[src/rtl/pport_pkg.sv]
package pport_pkg;

  typedef enum logic [2:0] {
    OP_IDLE    = 3'd0,
    OP_LOAD    = 3'd1,
    OP_STB_ON  = 3'd2,
    OP_STB_OFF = 3'd3,
    OP_STAT_RD = 3'd4,
    OP_OTHER   = 3'd5
  } bus_op_e;

  localparam int unsigned STAT_ACK_BIT  = 0;
  localparam int unsigned STAT_BUSY_BIT = 1;

endpackage

[src/rtl/pport_sync.sv]
module pport_sync #(
  parameter int unsigned  WIDTH   = 1,
  parameter int unsigned  STAGES  = 2,
  parameter logic [WIDTH-1:0] RST_VAL = '0
) (
  input  logic             clk,
  input  logic             rst_n,
  input  logic [WIDTH-1:0] din,
  output logic [WIDTH-1:0] dout
);

  for (genvar i = 0; i < STAGES; i++) begin : g_stg
    logic [WIDTH-1:0] q;
    if (i == 0) begin : g_first
      always_ff @(posedge clk or negedge rst_n) begin
        if (!rst_n) q <= RST_VAL;
        else        q <= din;
      end
    end else begin : g_rest
      always_ff @(posedge clk or negedge rst_n) begin
        if (!rst_n) q <= RST_VAL;
        else        q <= g_stg[i-1].q;
      end
    end
  end

  assign dout = g_stg[STAGES-1].q;

endmodule

[src/rtl/pport_decode.sv]
module pport_decode
  import pport_pkg::*;
#(
  parameter int unsigned     AW          = 3,
  parameter logic [AW-1:0]   OFF_LOAD    = 1,
  parameter logic [AW-1:0]   OFF_STB_ON  = 2,
  parameter logic [AW-1:0]   OFF_STB_OFF = 4,
  parameter logic [AW-1:0]   OFF_STATUS  = 1
) (
  input  logic          cs,
  input  logic          we,
  input  logic [AW-1:0] addr,
  output bus_op_e       op
);

  always_comb begin
    op = OP_IDLE;
    if (cs) begin
      if (we) begin
        if      (addr == OFF_LOAD)    op = OP_LOAD;
        else if (addr == OFF_STB_ON)  op = OP_STB_ON;
        else if (addr == OFF_STB_OFF) op = OP_STB_OFF;
        else                          op = OP_OTHER;
      end else begin
        if (addr == OFF_STATUS) op = OP_STAT_RD;
        else                    op = OP_OTHER;
      end
    end
  end

endmodule

[src/rtl/pport_out_regs.sv]
module pport_out_regs #(
  parameter int unsigned DW = 8
) (
  input  logic          clk,
  input  logic          rst_n,
  input  logic          load_en,
  input  logic          stb_on,
  input  logic          stb_off,
  input  logic [DW-1:0] wdata,
  output logic [DW-1:0] data_q,
  output logic          strobe_n_q
);

  logic [DW-1:0] data_d;
  logic          strobe_n_d;
  logic          strobe_en;

  always_comb begin
    data_d     = wdata;
    strobe_en  = stb_on | stb_off;
    strobe_n_d = ~stb_on;
  end

  always_ff @(posedge clk or negedge rst_n) begin
    if (!rst_n)       data_q <= '0;
    else if (load_en) data_q <= data_d;
  end

  always_ff @(posedge clk or negedge rst_n) begin
    if (!rst_n)         strobe_n_q <= 1'b1;
    else if (strobe_en) strobe_n_q <= strobe_n_d;
  end

endmodule

[src/rtl/pport_ack_latch.sv]
module pport_ack_latch (
  input  logic clk,
  input  logic rst_n,
  input  logic ack_n_s,
  input  logic clr,
  output logic fall,
  output logic flag_q
);

  logic prev_q;
  logic flag_d;
  logic flag_en;

  always_comb begin
    fall    = prev_q & ~ack_n_s;
    flag_en = fall | clr;
    flag_d  = fall;
  end

  always_ff @(posedge clk or negedge rst_n) begin
    if (!rst_n) prev_q <= 1'b1;
    else        prev_q <= ack_n_s;
  end

  always_ff @(posedge clk or negedge rst_n) begin
    if (!rst_n)       flag_q <= 1'b1;
    else if (flag_en) flag_q <= flag_d;
  end

endmodule

[src/rtl/pport_host_ctrl.sv]
module pport_host_ctrl
  import pport_pkg::*;
#(
  parameter int unsigned DATA_W      = 8,
  parameter int unsigned ADDR_W      = 3,
  parameter int unsigned SYNC_STAGES = 2,
  parameter int unsigned RST_STAGES  = 2,
  parameter logic [ADDR_W-1:0] OFF_LOAD    = 1,
  parameter logic [ADDR_W-1:0] OFF_STB_ON  = 2,
  parameter logic [ADDR_W-1:0] OFF_STB_OFF = 4,
  parameter logic [ADDR_W-1:0] OFF_STATUS  = 1
) (
  input  logic              clk,
  input  logic              rst_n,
  input  logic              bus_cs,
  input  logic              bus_we,
  input  logic [ADDR_W-1:0] bus_addr,
  input  logic [DATA_W-1:0] bus_wdata,
  output logic [DATA_W-1:0] bus_rdata,
  output logic [DATA_W-1:0] lp_data,
  output logic              lp_strobe_n,
  input  logic              lp_ack_n,
  input  logic              lp_busy
);

  localparam int unsigned PIN_W = 2;

  // reset: asynchronous assert, synchronous release
  logic rst_chain_q [RST_STAGES];
  logic rst_sync_n;

  for (genvar i = 0; i < RST_STAGES; i++) begin : g_rst
    always_ff @(posedge clk or negedge rst_n) begin
      if (!rst_n) rst_chain_q[i] <= 1'b0;
      else        rst_chain_q[i] <= (i == 0) ? 1'b1 : rst_chain_q[(i == 0) ? 0 : i-1];
    end
  end
  assign rst_sync_n = rst_chain_q[RST_STAGES-1];

  // printer inputs into the clock domain; index 0 = ack_n, 1 = busy
  logic [PIN_W-1:0] pins_raw;
  logic [PIN_W-1:0] pins_s;
  logic             ack_n_s;
  logic             busy_s;

  assign pins_raw = {lp_busy, lp_ack_n};

  pport_sync #(
    .WIDTH  (PIN_W),
    .STAGES (SYNC_STAGES),
    .RST_VAL(2'b01)
  ) u_pin_sync (
    .clk  (clk),
    .rst_n(rst_sync_n),
    .din  (pins_raw),
    .dout (pins_s)
  );

  assign ack_n_s = pins_s[0];
  assign busy_s  = pins_s[1];

  bus_op_e op;

  pport_decode #(
    .AW         (ADDR_W),
    .OFF_LOAD   (OFF_LOAD),
    .OFF_STB_ON (OFF_STB_ON),
    .OFF_STB_OFF(OFF_STB_OFF),
    .OFF_STATUS (OFF_STATUS)
  ) u_decode (
    .cs  (bus_cs),
    .we  (bus_we),
    .addr(bus_addr),
    .op  (op)
  );

  logic op_load;
  logic op_stb_on;
  logic op_stb_off;
  logic op_stat_rd;

  assign op_load    = (op == OP_LOAD);
  assign op_stb_on  = (op == OP_STB_ON);
  assign op_stb_off = (op == OP_STB_OFF);
  assign op_stat_rd = (op == OP_STAT_RD);

  pport_out_regs #(
    .DW(DATA_W)
  ) u_out (
    .clk       (clk),
    .rst_n     (rst_sync_n),
    .load_en   (op_load),
    .stb_on    (op_stb_on),
    .stb_off   (op_stb_off),
    .wdata     (bus_wdata),
    .data_q    (lp_data),
    .strobe_n_q(lp_strobe_n)
  );

  logic ack_fall;
  logic ack_flag;

  pport_ack_latch u_ack (
    .clk    (clk),
    .rst_n  (rst_sync_n),
    .ack_n_s(ack_n_s),
    .clr    (op_stb_on),
    .fall   (ack_fall),
    .flag_q (ack_flag)
  );

  logic [DATA_W-1:0] status_word;

  always_comb begin
    status_word                = '0;
    status_word[STAT_ACK_BIT]  = ack_flag;
    status_word[STAT_BUSY_BIT] = busy_s;
    bus_rdata                  = op_stat_rd ? status_word : '0;
  end

endmodule

[config.mk]
export PLATFORM = sky130hd
export DESIGN_NAME = pport_host_ctrl
export DESIGN_NICKNAME = d
export VERILOG_FILES = /design/src/rtl/pport_pkg.sv /design/src/rtl/pport_sync.sv /design/src/rtl/pport_decode.sv /design/src/rtl/pport_out_regs.sv /design/src/rtl/pport_ack_latch.sv /design/src/rtl/pport_host_ctrl.sv
export SDC_FILE = /design/constraint.sdc
export NUM_CORES = 1
export LEC_CHECK = 0
export ABC_CLOCK_PERIOD_IN_PS = 800
export CORE_MARGIN = 2
export CORE_UTILIZATION = 34
export DETAILED_ROUTE_END_ITERATION = 10
export PLACE_DENSITY = 0.77
export SYNTH_ARGS = -nofsm -noshare
export SYNTH_HDL_FRONTEND = slang
export SYNTH_SLANG_ARGS = --single-unit
[constraint.sdc]
create_clock -name clk -period 0.8 [get_ports clk]
set_input_delay 0.12 -clock clk [delete_from_list [all_inputs] [get_ports clk]]
set_output_delay 0.12 -clock clk [all_outputs]
set_load 0.01 [all_outputs]
* Word-level counts from Yosys, hierarchy flattened
Cells that the tools add are included.
** Cells by class
- Equal/unequal tests :: 7
- Mux-type cells :: 7
- Bitwise gates (word level) :: 5
** Operators with widths (number)
- $mux 3 :: 5
- $eq 3x2->1 const B :: 3
- $eq 3x1->1 const B :: 2
- $eq 3x3->1 const B :: 2
- $mux 2 :: 1
- $not 1->1 :: 2
- $or 1x1->1 :: 2
- $and 1x1->1 :: 1
- $mux 1 :: 1
** Word-level totals
- Register bits after elaboration :: 17
- Bits of input ports :: 17
- Output and inout port bits :: 17
- Logic and storage cells :: 27

* Depth between registers and ports, before layout
- Word-level depth :: 8
- Mapped depth :: 3
- Mapped depth without buffers :: 3

* By module
From an unflattened synthesis, not the netlist that was laid out.
** Second synthesis, totals
- Cells, all modules :: 53
- Area, all modules :: 778.2 sq um
** By module, submodules not included
- pport_out_regs :: instances 1, cells an instance 19, area each 367.9 sq um
- pport_host_ctrl :: instances 1, cells an instance 15, area each 152.6 sq um
- pport_sync :: instances 1, cells an instance 4, area each 102.6 sq um
- pport_ack_latch :: instances 1, cells an instance 5, area each 77.6 sq um
- pport_decode :: instances 1, cells an instance 10, area each 77.6 sq um

* Least setup slack after synthesis
No wires, ideal clock.
- Path type :: input to register
- Start :: in bus_addr[1]
- End :: reg u_out.data_q[0]
- Setup time :: 0.125 ns
- Data arrival time :: 0.717 ns
- Required time :: 0.675 ns
- Path slack :: -0.042 ns
- Cell stages on the path :: 3
- Cells stage by stage :: nor2_2 -> nand4_4 -> mux2_2
** Between the ends
- Word-level cells in the longest chain between the ends :: 7
** RTL lines
- from (decl) :: line pport_host_ctrl.sv:17 : input logic [ADDR_W-1:0] bus_addr,
- $eq 3x3->1 :: line pport_decode.sv:22 : else if (addr == OFF_STB_OFF) op = OP_STB_OFF;
- $mux 3 :: line pport_decode.sv:22
- $mux 3 :: line pport_decode.sv:21 : else if (addr == OFF_STB_ON) op = OP_STB_ON;
- $mux 3 :: line pport_decode.sv:20 : if (addr == OFF_LOAD) op = OP_LOAD;
- $mux 3 (*) :: line pport_decode.sv:19 : if (we) begin
- $mux 3 (*) :: line pport_decode.sv:18 : if (cs) begin
- $eq 3x1->1 (*) :: line pport_host_ctrl.sv:82 : assign op_load = (op == OP_LOAD);
- to (signal assigned) :: line pport_out_regs.sv:26 : else if (load_en) data_q <= data_d;
- to (decl) :: line pport_out_regs.sv:10 : output logic [DW-1:0] data_q,
Mark *: on every way between the ends. The rest lies on a longest branch, timed or not.
A chain may end at the register's enable or synchronous reset.

* Worst setup path after layout
- Start :: reg u_ack.flag_q
- End :: out bus_rdata[0]
** Between the ends
- Word-level cells in the longest chain between the ends :: 1
** RTL lines
- from (decl) :: line pport_ack_latch.sv:7 : output logic flag_q
- from (signal assigned) :: line pport_ack_latch.sv:27 : else if (flag_en) flag_q <= flag_d;
- $mux 2 :: line pport_host_ctrl.sv:118 : bus_rdata = op_stat_rd ? status_word : '0;
- to (decl) :: line pport_host_ctrl.sv:19 : output logic [DATA_W-1:0] bus_rdata,
Every way passes these cells.

==> results.sh <==
export IMPL_layout_nets=106
export IMPL_grt_pass1_wl_um=2300
export IMPL_netlist_area_sq_um=676
export IMPL_start_util_pct=35.2
export IMPL_placed_cells=107
export IMPL_skew_ps=3.78
export IMPL_avgSynthCellArea_sq_um=14.7
export IMPL_antenna_found_initial=0
export IMPL_cts_tree="built"
export IMPL_syn2layout_area_growth_pct=58.9
export IMPL_grt_start_max_net_pins=16
export IMPL_syn_inst=46
export IMPL_yosys_warnings=0
export IMPL_p_per_area_nw_per_um2=1880
export IMPL_cts_max_level=1
export IMPL_critPathRequiredTime_ps=680
export IMPL_cts_buffers=3
export IMPL_synth_seq_cells=17
export IMPL_grtUsageTotal_pct=12.7
export IMPL_fin_cells=115
export IMPL_seq_area_frac_synth_pct=63.9
export IMPL_p_total_w=0.00201
export IMPL_fin_area_sq_um=1070
export IMPL_cts_root_buf="clkbuf_4"
export IMPL_placed_area_sq_um=1020
export IMPL_clockBufferDepth=2
export IMPL_clkTransAtPathRegs_ps=90
export IMPL_io_pins=34
export IMPL_firstDrtPassIters=3
export IMPL_drt_initial_drc_count=4
export IMPL_endpoint_kind="output port"
export IMPL_crit_type="reg -> out"
export IMPL_cts_sinks=17
export IMPL_status="finished, violations left"
export IMPL_worst_r2r_path_depth=2
export IMPL_start_kind="register"
export IMPL_netlist_cell_type_count=17
export IMPL_clock_latency_ps=280
export IMPL_port_buffers=27
export IMPL_via_per_inst=4.30
export IMPL_drv_cap=0
export IMPL_hold_depth=3
export IMPL_p_leak_nw=0.518
export IMPL_period_minus_slack_ps=1160
export IMPL_setup_viol=14
export IMPL_cp_data_arrival_time_ps=1040
export IMPL_rsz0062_at_grt="true"
export IMPL_overflow=0
export IMPL_period_share_pct=145
export IMPL_setup_tns_ps=-2100
export IMPL_route_detailed_drc=0
export IMPL_critPathMaxFanout=2
export IMPL_diodes=0
export IMPL_slew_violations=0
export IMPL_ant_nets=0
export IMPL_max_freq_ghz=0.865
export IMPL_finalWirelength_um=1280
export IMPL_hold_path_class="in -> reg"
export IMPL_die_w_um=48.6
export IMPL_violations="negative setup slack"
export IMPL_finalHoldWorstSlack_ps=80.0
export IMPL_grt_pass1_vias=515
export IMPL_hold_violations=0
export IMPL_die_area_sq_um=2360
export IMPL_irDropWorstVdd_mv=1.26
export IMPL_fp_coreArea_sq_um=1920
export IMPL_vias=494
export IMPL_wire_per_inst_um=11.2
export IMPL_gp_congestion=0.713
export IMPL_setup_slack_ps=-357
export IMPL_drive_above_1_share_pct=52.3
export IMPL_rows=16
export IMPL_die_y_um=48.6
==> worst max-delay path, cell delays in order (launching register included) <==
cell and delay (ps):
dfstp_2 530, and2_1 100, buf_2 120
==> Yosys cell counts <==
| library cell | count | area (sq um) |
|---|---|---|
| a22o_1 | 1 | 8.76 |
| a31oi_1 | 1 | 6.26 |
| and2_1 | 2 | 12.5 |
| and4b_2 | 1 | 11.3 |
| buf_4 | 6 | 45.0 |
| conb_1 | 2 | 7.51 |
| dfrtp_1 | 12 | 300 |
| dfstp_2 | 5 | 131 |
| inv_1 | 1 | 3.75 |
| mux2_2 | 8 | 90.1 |
| nand2_1 | 1 | 3.75 |
| nand4_4 | 1 | 21.3 |
| nand4b_1 | 1 | 8.76 |
| nor2_2 | 1 | 6.26 |
| nor2b_1 | 1 | 6.26 |
| o21ai_0 | 1 | 5.00 |
| o31ai_1 | 1 | 7.51 |
==> kinds of logic (layout without fill, tap and decap cells) <==
logic type | Yosys count | in the layout | synth area share [%]
AOI/OAI and AO/OA | 4 | 4 | 4.07
buffers and inverters | 7 | 44 | 7.22
DFF | 17 | 17 | 63.9
muxes | 8 | 8 | 13.3
other | 2 | 7 | 1.11
and+or+nand+nor | 8 | 8 | 10.4
==> area by class of cell <==
cell class	count	area, sq um
multi-input combinational	27	234
inverter	1	3.75
fill	179	848
clock buffer	4	26.3
sequential	17	432
timing repair buffer	39	344
tap	27	33.8
==> flip-flops by register name, indices dropped and copies added (netlist names) <==
signal              count
rst_chain_q             1
rst_sync_n              1
u_pin_sync.dout         2
u_out.data_q            8
u_out.strobe_n_q        1
u_pin_sync.g_stg.q      2
u_ack.prev_q            1
u_ack.flag_q            1
==> routing by layer <==
metal,GRT usage (%),wire length (um),vias to the layer above
met4,7.14,29,0
met1,14.9,526,233
met2,20.6,595,30
li1,-,-,227
met5,0,0,-
met3,4.01,133,4
==> path summary, 6_finish.rpt <==
path | to | slack (ps) | start
setup / recovery | bus_rdata[0] | -360 | u_ack.flag_q
hold / removal | u_out.strobe_n_q | 80 | bus_addr[1]
setup reg to reg | u_out.data_q[2] | -110 | u_out.data_q[2]
hold reg to reg | u_out.data_q[7] | 170 | rst_sync_n
max in group asynchronous | rst_sync_n | 160 | rst_n
min in group asynchronous | u_out.data_q[7] | 170 | rst_sync_n
==> where the power goes <==
part	switching [W]	internal, W
Combinational	0.000191	0.000334
Sequential	0.0000623	0.000986
Clock	0.000248	0.000194
Total	0.000501	0.00151
==> what timing repair did <==
item	4_1_cts	5_1_grt
resized for setup	75	5
buffers inserted	2	1
pin swaps	3	1
endpoints found under the setup margin	21	20
hold endpoints to repair	2	0
cloned	0	0
hold buffers	1	0
==> cell usage in the layout (no fill, tap or decap) <==
| cell | instances |
|---|---|
| o21ai_1 | 1 |
| o31ai_1 | 1 |
| nand4b_1 | 1 |
| a31oi_1 | 1 |
| mux2_2 | 4 |
| a22o_1 | 1 |
| nand2_1 | 1 |
| buf_2 | 8 |
| buf_6 | 9 |
| buf_4 | 7 |
| dfrtp_1 | 12 |
| nor2b_1 | 1 |
| and2_1 | 2 |
| clkdlybuf4s50_1 | 11 |
| clkdlybuf4s15_1 | 1 |
| and4b_2 | 1 |
| conb_1 | 7 |
| buf_8 | 1 |
| mux2_4 | 4 |
| dlygate4sd3_1 | 1 |
| nor2_4 | 1 |
| nand4_4 | 1 |
| dfstp_2 | 5 |
| inv_2 | 1 |
| clkbuf_1 | 1 |
| clkbuf_4 | 3 |
| clkbuf_2 | 1 |
==> metrics by stage <==
stage / setup WS [ps] / utilization, %
after floorplan: 0.966 / -
after global placement: -887 / 53.0
after detailed placement: -935 / 53.0
after CTS: -374 / 55.1
after global routing: -404 / 55.9
final: -357 / 55.9
No activity file was read; power rests on OpenSTA's default activity.
